## src/rtl/gate_xfer_pkg.sv

```systemverilog
package gate_xfer_pkg;

  typedef enum logic [3:0] {
    S_IDLE,
    S_TSS_SP,
    S_TSS_SS,
    S_PUSH_SS,
    S_PUSH_SP,
    S_CP_RD,
    S_CP_WR,
    S_PUSH_CS,
    S_PUSH_IP,
    S_POP_IP,
    S_POP_CS,
    S_POP_SP,
    S_POP_SS,
    S_FIN
  } seqState_t;

  // control -> datapath strobes
  typedef struct packed {
    logic      capture;  // operands latched this cycle
    logic      fire;     // memory handshake completes this cycle
    seqState_t step;     // which access is on the port
  } seqStrobe_t;

endpackage

```

## src/rtl/gateSeqCtrl.sv

```systemverilog
module gateSeqCtrl
  import gate_xfer_pkg::*;
(
  input  logic       clk,
  input  logic       rstN,
  input  logic       start,
  input  logic       isReturn,
  input  logic       memReady,
  input  logic       copyNone,
  input  logic       copyLast,
  output seqStrobe_t strobe,
  output logic       memReq,
  output logic       busy,
  output logic       done
);

  seqState_t state, nextState;
  logic fire;

  always_comb begin
    memReq = !(state == S_IDLE || state == S_FIN);
    fire   = memReq && memReady;
    nextState = state;
    case (state)
      S_IDLE:    if (start) nextState = isReturn ? S_POP_IP : S_TSS_SP;
      S_TSS_SP:  if (fire) nextState = S_TSS_SS;
      S_TSS_SS:  if (fire) nextState = S_PUSH_SS;
      S_PUSH_SS: if (fire) nextState = S_PUSH_SP;
      S_PUSH_SP: if (fire) nextState = copyNone ? S_PUSH_CS : S_CP_RD;
      S_CP_RD:   if (fire) nextState = S_CP_WR;
      S_CP_WR:   if (fire) nextState = copyLast ? S_PUSH_CS : S_CP_RD;
      S_PUSH_CS: if (fire) nextState = S_PUSH_IP;
      S_PUSH_IP: if (fire) nextState = S_FIN;
      S_POP_IP:  if (fire) nextState = S_POP_CS;
      S_POP_CS:  if (fire) nextState = S_POP_SP;
      S_POP_SP:  if (fire) nextState = S_POP_SS;
      S_POP_SS:  if (fire) nextState = S_FIN;
      S_FIN:     nextState = S_IDLE;
      default:   nextState = S_IDLE;
    endcase
  end

  always_ff @(posedge clk) begin
    if (!rstN) state <= S_IDLE;
    else       state <= nextState;
  end

  assign busy = (state != S_IDLE);
  assign done = (state == S_FIN);
  assign strobe.capture = (state == S_IDLE) && start;
  assign strobe.fire    = fire;
  assign strobe.step    = state;

endmodule

```

## src/rtl/gateSeqPath.sv

```systemverilog
module gateSeqPath
  import gate_xfer_pkg::*;
#(
  parameter int AW = 32,
  parameter int SW = 16,
  parameter int CW = 5,
  parameter int HW = AW / 2
) (
  input  logic          clk,
  input  logic          rstN,
  input  seqStrobe_t    strobe,
  input  logic          gateWide,
  input  logic [SW-1:0] curCs,
  input  logic [AW-1:0] curIp,
  input  logic [SW-1:0] curSs,
  input  logic [AW-1:0] curSp,
  input  logic [SW-1:0] gateSel,
  input  logic [HW-1:0] gateOffLo,
  input  logic [HW-1:0] gateOffHi,
  input  logic [CW-1:0] paramCnt,
  input  logic [AW-1:0] trBase,
  input  logic [HW-1:0] discardBytes,
  input  logic [AW-1:0] memRdata,
  output logic          memWe,
  output logic [SW-1:0] memSel,
  output logic [AW-1:0] memAddr,
  output logic [AW-1:0] memWdata,
  output logic          copyNone,
  output logic          copyLast,
  output logic [SW-1:0] newCs,
  output logic [AW-1:0] newIp,
  output logic [SW-1:0] newSs,
  output logic [AW-1:0] newSp
);

  localparam logic [AW-1:0] WIDE_SLOT   = AW'(AW / 8);
  localparam logic [AW-1:0] NARROW_SLOT = AW'(AW / 16);

  logic          wide;
  logic [SW-1:0] cs0, ss0, gSel, ssNew;
  logic [AW-1:0] ip0, sp0, gOff, trB, spNew, srcPtr, dstPtr, tmp;
  logic [CW-1:0] cntLeft;
  logic [HW-1:0] disc;

  logic [AW-1:0] slot, ringBase, pushAddr, cntBytes;

  function automatic logic [AW-1:0] fitSlot(input logic [AW-1:0] v, input logic w);
    return w ? v : {{(AW-HW){1'b0}}, v[HW-1:0]};
  endfunction

  function automatic logic [AW-1:0] selWord(input logic [SW-1:0] s);
    return {{(AW-SW){1'b0}}, s};
  endfunction

  always_comb begin
    slot     = wide ? WIDE_SLOT : NARROW_SLOT;
    ringBase = trB + (AW'(gSel[1:0]) * (slot << 1));
    pushAddr = spNew - slot;
    cntBytes = AW'(cntLeft) * slot;
  end

  assign copyNone = (cntLeft == '0);
  assign copyLast = (cntLeft == CW'(1));

  // memory port decode
  always_comb begin
    memWe    = 1'b0;
    memSel   = '0;
    memAddr  = '0;
    memWdata = '0;
    case (strobe.step)
      S_TSS_SP:  memAddr = ringBase + slot;
      S_TSS_SS:  memAddr = ringBase + (slot << 1);
      S_PUSH_SS: begin memWe = 1'b1; memSel = ssNew; memAddr = pushAddr; memWdata = selWord(ss0); end
      S_PUSH_SP: begin memWe = 1'b1; memSel = ssNew; memAddr = pushAddr; memWdata = fitSlot(sp0, wide); end
      S_CP_RD:   begin memSel = ss0; memAddr = srcPtr; end
      S_CP_WR:   begin memWe = 1'b1; memSel = ssNew; memAddr = dstPtr; memWdata = tmp; end
      S_PUSH_CS: begin memWe = 1'b1; memSel = ssNew; memAddr = pushAddr; memWdata = selWord(cs0); end
      S_PUSH_IP: begin memWe = 1'b1; memSel = ssNew; memAddr = pushAddr; memWdata = fitSlot(ip0, wide); end
      S_POP_IP, S_POP_CS, S_POP_SP, S_POP_SS: begin memSel = ssNew; memAddr = spNew; end
      default: ;
    endcase
  end

  always_ff @(posedge clk) begin
    if (!rstN) begin
      wide <= 1'b0; cs0 <= '0; ip0 <= '0; ss0 <= '0; sp0 <= '0;
      gSel <= '0; gOff <= '0; trB <= '0; cntLeft <= '0; disc <= '0;
      ssNew <= '0; spNew <= '0; srcPtr <= '0; dstPtr <= '0; tmp <= '0;
      newCs <= '0; newIp <= '0; newSs <= '0; newSp <= '0;
    end else if (strobe.capture) begin
      wide    <= gateWide;
      cs0     <= curCs;
      ip0     <= curIp;
      ss0     <= curSs;
      sp0     <= curSp;
      gSel    <= gateSel;
      gOff    <= {gateOffHi, gateOffLo};
      trB     <= trBase;
      cntLeft <= paramCnt;
      disc    <= discardBytes;
      ssNew   <= curSs;
      spNew   <= curSp;
    end else if (strobe.fire) begin
      case (strobe.step)
        S_TSS_SP:  spNew <= fitSlot(memRdata, wide);
        S_TSS_SS:  ssNew <= memRdata[SW-1:0];
        S_PUSH_SS: spNew <= pushAddr;
        S_PUSH_SP: begin
          spNew  <= pushAddr - cntBytes;
          dstPtr <= pushAddr - cntBytes;
          srcPtr <= sp0;
        end
        S_CP_RD: begin
          tmp    <= fitSlot(memRdata, wide);
          srcPtr <= srcPtr + slot;
        end
        S_CP_WR: begin
          dstPtr  <= dstPtr + slot;
          cntLeft <= cntLeft - CW'(1);
        end
        S_PUSH_CS: spNew <= pushAddr;
        S_PUSH_IP: begin
          spNew <= pushAddr;
          newCs <= gSel;
          newIp <= fitSlot(gOff, wide);
          newSs <= ssNew;
          newSp <= pushAddr;
        end
        S_POP_IP: begin
          newIp <= fitSlot(memRdata, wide);
          spNew <= spNew + slot;
        end
        S_POP_CS: begin
          newCs <= memRdata[SW-1:0];
          spNew <= spNew + slot + AW'(disc);
        end
        S_POP_SP: begin
          tmp   <= fitSlot(memRdata, wide);
          spNew <= spNew + slot;
        end
        S_POP_SS: begin
          newSs <= memRdata[SW-1:0];
          newSp <= tmp;
          spNew <= spNew + slot;
        end
        default: ;
      endcase
    end
  end

endmodule

```

## src/rtl/gateXferSeq.sv

```systemverilog
module gateXferSeq
  import gate_xfer_pkg::*;
#(
  parameter int AW = 32,
  parameter int SW = 16,
  parameter int CW = 5,
  parameter int HW = AW / 2
) (
  input  logic          clk,
  input  logic          rstN,
  input  logic          start,
  input  logic          opReturn,
  input  logic          gateWide,
  input  logic [SW-1:0] curCs,
  input  logic [AW-1:0] curIp,
  input  logic [SW-1:0] curSs,
  input  logic [AW-1:0] curSp,
  input  logic [SW-1:0] gateSel,
  input  logic [HW-1:0] gateOffLo,
  input  logic [HW-1:0] gateOffHi,
  input  logic [CW-1:0] paramCnt,
  input  logic [AW-1:0] trBase,
  input  logic [HW-1:0] discardBytes,
  output logic          memReq,
  output logic          memWe,
  output logic [SW-1:0] memSel,
  output logic [AW-1:0] memAddr,
  output logic [AW-1:0] memWdata,
  input  logic [AW-1:0] memRdata,
  input  logic          memReady,
  output logic          busy,
  output logic          done,
  output logic [SW-1:0] newCs,
  output logic [AW-1:0] newIp,
  output logic [SW-1:0] newSs,
  output logic [AW-1:0] newSp,
  output logic [1:0]    newCpl
);

  seqStrobe_t strobe;
  logic copyNone, copyLast;

  gateSeqCtrl u_ctrl (
    .clk      (clk),
    .rstN     (rstN),
    .start    (start),
    .isReturn (opReturn),
    .memReady (memReady),
    .copyNone (copyNone),
    .copyLast (copyLast),
    .strobe   (strobe),
    .memReq   (memReq),
    .busy     (busy),
    .done     (done)
  );

  gateSeqPath #(.AW(AW), .SW(SW), .CW(CW), .HW(HW)) u_path (
    .clk          (clk),
    .rstN         (rstN),
    .strobe       (strobe),
    .gateWide     (gateWide),
    .curCs        (curCs),
    .curIp        (curIp),
    .curSs        (curSs),
    .curSp        (curSp),
    .gateSel      (gateSel),
    .gateOffLo    (gateOffLo),
    .gateOffHi    (gateOffHi),
    .paramCnt     (paramCnt),
    .trBase       (trBase),
    .discardBytes (discardBytes),
    .memRdata     (memRdata),
    .memWe        (memWe),
    .memSel       (memSel),
    .memAddr      (memAddr),
    .memWdata     (memWdata),
    .copyNone     (copyNone),
    .copyLast     (copyLast),
    .newCs        (newCs),
    .newIp        (newIp),
    .newSs        (newSs),
    .newSp        (newSp)
  );

  assign newCpl = newCs[1:0];

endmodule

```

## config.mk

```make
export PLATFORM = sky130hd
export DESIGN_NAME = gateXferSeq
export DESIGN_NICKNAME = d
export VERILOG_FILES = /design/src/rtl/gate_xfer_pkg.sv /design/src/rtl/gateSeqCtrl.sv /design/src/rtl/gateSeqPath.sv /design/src/rtl/gateXferSeq.sv
export SDC_FILE = /design/constraint.sdc
export NUM_CORES = 2
export LEC_CHECK = 0
export ABC_AREA = 1
export BUFFER_PORTS_ARGS = -buffer_cell sky130_fd_sc_hd__buf_2
export CORE_ASPECT_RATIO = 1.5
export CORE_MARGIN = 5
export CORE_UTILIZATION = 25
export CTS_CLUSTER_DIAMETER = 50
export DETAILED_ROUTE_END_ITERATION = 7
export GPL_ROUTABILITY_DRIVEN = 0
export PLACE_DENSITY = 0.38
export RECOVER_POWER = 100
export REMOVE_ABC_BUFFERS = 1
export SKIP_LAST_GASP = 1
export SLEW_MARGIN = 30
export SYNTH_ARGS = -nofsm -noshare
export SYNTH_HDL_FRONTEND = slang
export SYNTH_SLANG_ARGS = --single-unit
```

## constraint.sdc

```tcl
create_clock -name clk -period 11 [get_ports clk]
set_input_delay 2.2 -clock clk [delete_from_list [all_inputs] [get_ports clk]]
set_output_delay 2.2 -clock clk [all_outputs]
set_load 0.005 [all_outputs]
```

Word level (Yosys, flattened, before mapping)
Cells that the tools add are included.
Operators by class
  $add $sub $neg: 10
  multiply operators: 2
  equal/unequal tests: 26
  muxes and demuxes: 40
  bitwise operators: 1
  reductions and logical operators: 34
Operators with widths (count)
  $pmux 32 s5: 2
  $pmux 32 s2: 4
  $add 32x32->32: 6
  $mux 32: 6
  $pmux 32 s6: 1
  $pmux 16 s2: 3
  $sub 32x32->32: 2
  $mux 4: 13
  $mux 16: 3
  $pmux 4 s12: 1
  $add 32x16->32: 1
  $mul 5x32->32: 1
  $mul 2x31->31: 1
  $eq 4x4->1 const B: 6
  $ne 2x1->1 const B: 11
  $reduce_and 3->1: 6
  $eq 4x3->1 const B: 4
  $reduce_bool 2->1: 8
  $mux 5: 3
  $reduce_and 12->1: 1
  $reduce_or 9->1: 1
  $eq 4x2->1 const B: 2
  $reduce_or 4->1: 2
  $reduce_and 2->1: 3
  other kinds (18): 22
Word-level totals
  register bits: 442
  output and inout bits: 182

Logic depth before layout (Yosys ltp)
  depth after elaboration: 6
  mapped depth: 27

Modules after synthesis
Synthesis repeated with hierarchy kept, for this count alone.
Unflattened totals
  cell total of the unflattened synthesis: 4526
  area total of the unflattened synthesis: 28358.4 um^2
By module, submodules not included
  gateSeqPath: times used 1, cells an instance 4469, area an instance 27991.8 um^2, sequential area each 8768.4 um^2
  gateSeqCtrl: times used 1, cells an instance 55, area an instance 351.6 um^2, sequential area each 80.1 um^2
  gateXferSeq: times used 1, cells an instance 2, area an instance 15.0 um^2, sequential area each 0.0 um^2

Worst setup path before layout
Ideal clock, no wire load.
  path kind: reg-to-output
  from: reg u_path.wide
  to: out memAddr[30]
  arrival: 3.875 ns
  setup slack: 4.925 ns
  cell stages (with the launch flop): 19
  path buffers: 3
  cells stage by stage: dfxtp_1 > clkbuf_1 > clkbuf_1 > buf_1 > nor2_1 > ha_1 > inv_1 > fa_1 > fa_1 > or2_1 > nor2_1 > inv_1 > nor2_1 > nand2_1 > nor2_2 > nand2_1 > nand2_1 > nand3_1 > nand3b_1
On the way
  word-level cells in the longest chain between the ends: 5
Ends and longest elaborated chain
  start, declared: line gateSeqPath.sv:39  | logic wide;
  start signal, assigned: line gateSeqPath.sv:92  | wide <= gateWide;
  $mux 3 *: line gateSeqPath.sv:56  | slot = wide ? WIDE_SLOT : NARROW_SLOT;
  $mul 2x31->31: line gateSeqPath.sv:57  | ringBase = trB + (AW'(gSel[1:0]) * (slot << 1));
  $add 32x32->32: line gateSeqPath.sv:57
  $add 32x32->32 (on tied branches): line gateSeqPath.sv:73, gateSeqPath.sv:72
  $pmux 32 s6 *: line gateSeqPath.sv:71  | case (strobe.step)
  end, declared: line gateXferSeq.sv:27  | output logic [AW-1:0] memAddr,
Every way passes the cells marked *; elsewhere a longest branch is shown, timed or not.

Final worst setup path
  from: reg u_ctrl.state[2]
  to: out memWdata[19]
On the way
  word-level cells in the longest chain between the ends: 2
Ends and longest elaborated chain
  start, declared: line gateSeqCtrl.sv:17  | seqState_t state, nextState;
  start signal, assigned: line gateSeqCtrl.sv:45  | else state <= nextState;
  $eq 4x4->1 (tied with other cells): line gateSeqPath.sv:71
  $pmux 32 s5 *: line gateSeqPath.sv:71
  end, declared: line gateXferSeq.sv:28  | output logic [AW-1:0] memWdata,
Marks and branches as above.

==> flow_summary.toml <==
[status]
outcome = "finished, violations left"
violations = "max-capacitance violations, max-slew violations"

[cts]
clk_pin_slew_ps = 70
cts_resized = 0
cts_hold_buf = 0
clkLatencyLatePin_ps = 690
htreeDepth = 3
cts_tree = "done"
cts.sinks = 442
clock-root-buffer = "clkbuf_16"
cts.path.max_buffers = 3
cts_made_buffers = 67
postCtsSetupBuffers = 0

[logic_synthesis]
async_reset_ff_share_pct = 0
synth_top_area_cell = "dfxtp_1"
synthDistinctLibCells = 72
synth_edf_count = 0
synth_top_cell_area_share_pct = 31.3
synth_common_cells = "nand2_1, a21oi_1, dfxtp_1"
synth_ff_type = "dfxtp_1"
syn_avg_cell_area_um2 = 6.40
post-synth-top-count-cell = "nand2_1"
synth_seq_cells = 442
yosys-top-cells-area = "dfxtp_1, nand2_1, a21oi_1"
syn_inst = 4426
netlist_area_um2 = 28300
ys_warn_count = 0
ys_seq_area_share_pct = 31.3

[critical_path]
worstSetupEndpointType = "output pin"
required_ps = 8800
cp_max_fo = 42
worstPathArrival_ps = 6790
worstSetupPathType = "register to output pin"
startpoint_type = "register"

[power]
p_leak_nw = 13.3
p_comb_share_pct = 50.2
power_switching_mw = 4.71
power_mw = 9.30
sequentialPowerShare_pct = 25.5
power_density_nw_per_um2 = 277
peakVddDrop_mv = 0.117
internal_power_mw = 4.59
p_clk_share_pct = 24.3
switching_share_pct = 50.7

[sta]
worst_pin_slew_ps = 4080
finalHoldViolCount = 0
slew_headroom_pct = -172
period_share_pct = 81.7
finalWorstSetupSlack_ps = 2010
rsz0062_at_grt = "no"
setup_tns_ps = 0
finalSetupViolations = 0
hold_ws_ps = 454
maxSlewViolCount = 910
clock_skew_ps = 61.3
fin_crit_ps = 8990
max_freq_mhz = 111

[grt]
first_global_vias = 31750
grt_max_degree = 88
antenna_found_initial = 29
track_usage_pct = 23.6
grt_first_pass_wirelength_mm = 213
grt.overflow.total = 0

[route]
ant_nets = 0
via_per_inst = 5.12
drtIter0Drc = 2129
drt_first_pass_iters = 5
finalWirelength_mm = 148
wl_per_cell_um = 23.8
dr_total_vias = 31838
drc = 0

[placed_design]
dp.cells = 6088
port_buffers = 416
post_dp_cell_area_um2 = 31600
place_ws_ps = 4080
dp_hpwl_mm = 114

[floorplanning]
fp.dieH_um = 422
dieArea_um2 = 120000
initial_core_util_pct = 25.1
ios = 417
num_rows = 151
core-area_um2 = 113000
die_w_um = 285

[cells_and_area]
syn_to_final_growth_pct = 18.7
final_util_pct = 29.8
num-nets-final = 4993
layout-drive-gt1-share_pct = 11.4
n_fill_cell = 12716
final_area_um2 = 33600
stdcell_count = 6221

[job]
cap_viol_max_count = 17

[hold_path]
hold_class = "register to register"
worst paths after layout:
path                            slack, ps  cells past startpoint             to            start
worst max register to register       3270                     11  u_path.tmp[0]  u_ctrl.state[2]
worst min register to register        450                      2  u_path.ip0[3]    u_path.ip0[3]
worst min-delay path                  450                      2  u_path.ip0[3]    u_path.ip0[3]
worst max-delay path                 2010                     10   memWdata[19]  u_ctrl.state[2]
kinds of logic after synthesis:
logic type	after synthesis	synth area share, %
AO/OA/AOI/OAI	1195	23.9
buffers and inverters	704	9.71
XOR/XNOR	83	2.74
other	1	0.0132
AND/OR/NAND/NOR	1947	29.7
flip-flops	442	31.3
adder cells (fa/ha/maj)	54	2.65
metal layers:
| metal | vias to the layer above | track usage [%] | wire [um] |
|---|---|---|---|
| met2 | 944 | 42.5 | 74000 |
| li1 | 15497 | - | - |
| met1 | 15105 | 27.0 | 58900 |
| met5 | - | 0 | 193 |
| met4 | 30 | 9.84 | 6570 |
| met3 | 262 | 4.77 | 8540 |
critical path, cell delays in order, from the launching register on:
cell and delay (ps):
dfxtp_1 780, inv_1 620, nor2_1 540, inv_2 160, nor2_4 530, clkbuf_1 1900
inv_1 90, clkbuf_1 640, o22ai_1 400, a22o_1 170, clkbuf_1 180
placed cells by master (no fill, tap or decap), types with 12 or more instances in the layout:
cell type and instances:
nand2_1 1135, a21oi_1 444, dfxtp_1 441, inv_1 418
o21ai_0 411, nor2_1 311, nand3_1 281, buf_2 263
clkbuf_1 176, a31oi_1 102, clkbuf_16 69, xor2_1 68
nand4_1 58, a221oi_1 45, ha_1 44, o22ai_1 42
nor2_2 39, nor3_1 34, inv_2 27, buf_4 26
o21ai_1 25, o2111ai_1 19, o211ai_1 19, nor2_4 18
a311oi_1 17, nand3b_1 15, o221ai_1 12
power groups by stage:
stage | Sequential (mW) | Combinational, mW | Clock [mW]
floorplan | 2.25 | 2.84 | 0
global placement | 2.39 | 4.71 | 0
detailed placement | 2.39 | 4.72 | 0
CTS | 2.36 | 4.74 | 2.32
global route | 2.40 | 5.13 | 2.38
finish | 2.37 | 4.67 | 2.26
layout make-up:
class / count / area (um2) / share of cell area [%]
Antenna cell: 11 / 27.5 / 0.0819
Clock buffer: 86 / 1870 / 5.57
Clock inverter: 36 / 442 / 1.31
Inverter: 451 / 1700 / 5.05
Multi-Input combinational cell: 3282 / 16700 / 49.8
Sequential cell: 442 / 8850 / 26.3
Tap cell: 1453 / 1820 / 5.41
Timing Repair Buffer: 460 / 2160 / 6.42
(Power assumes the default switching activity.)
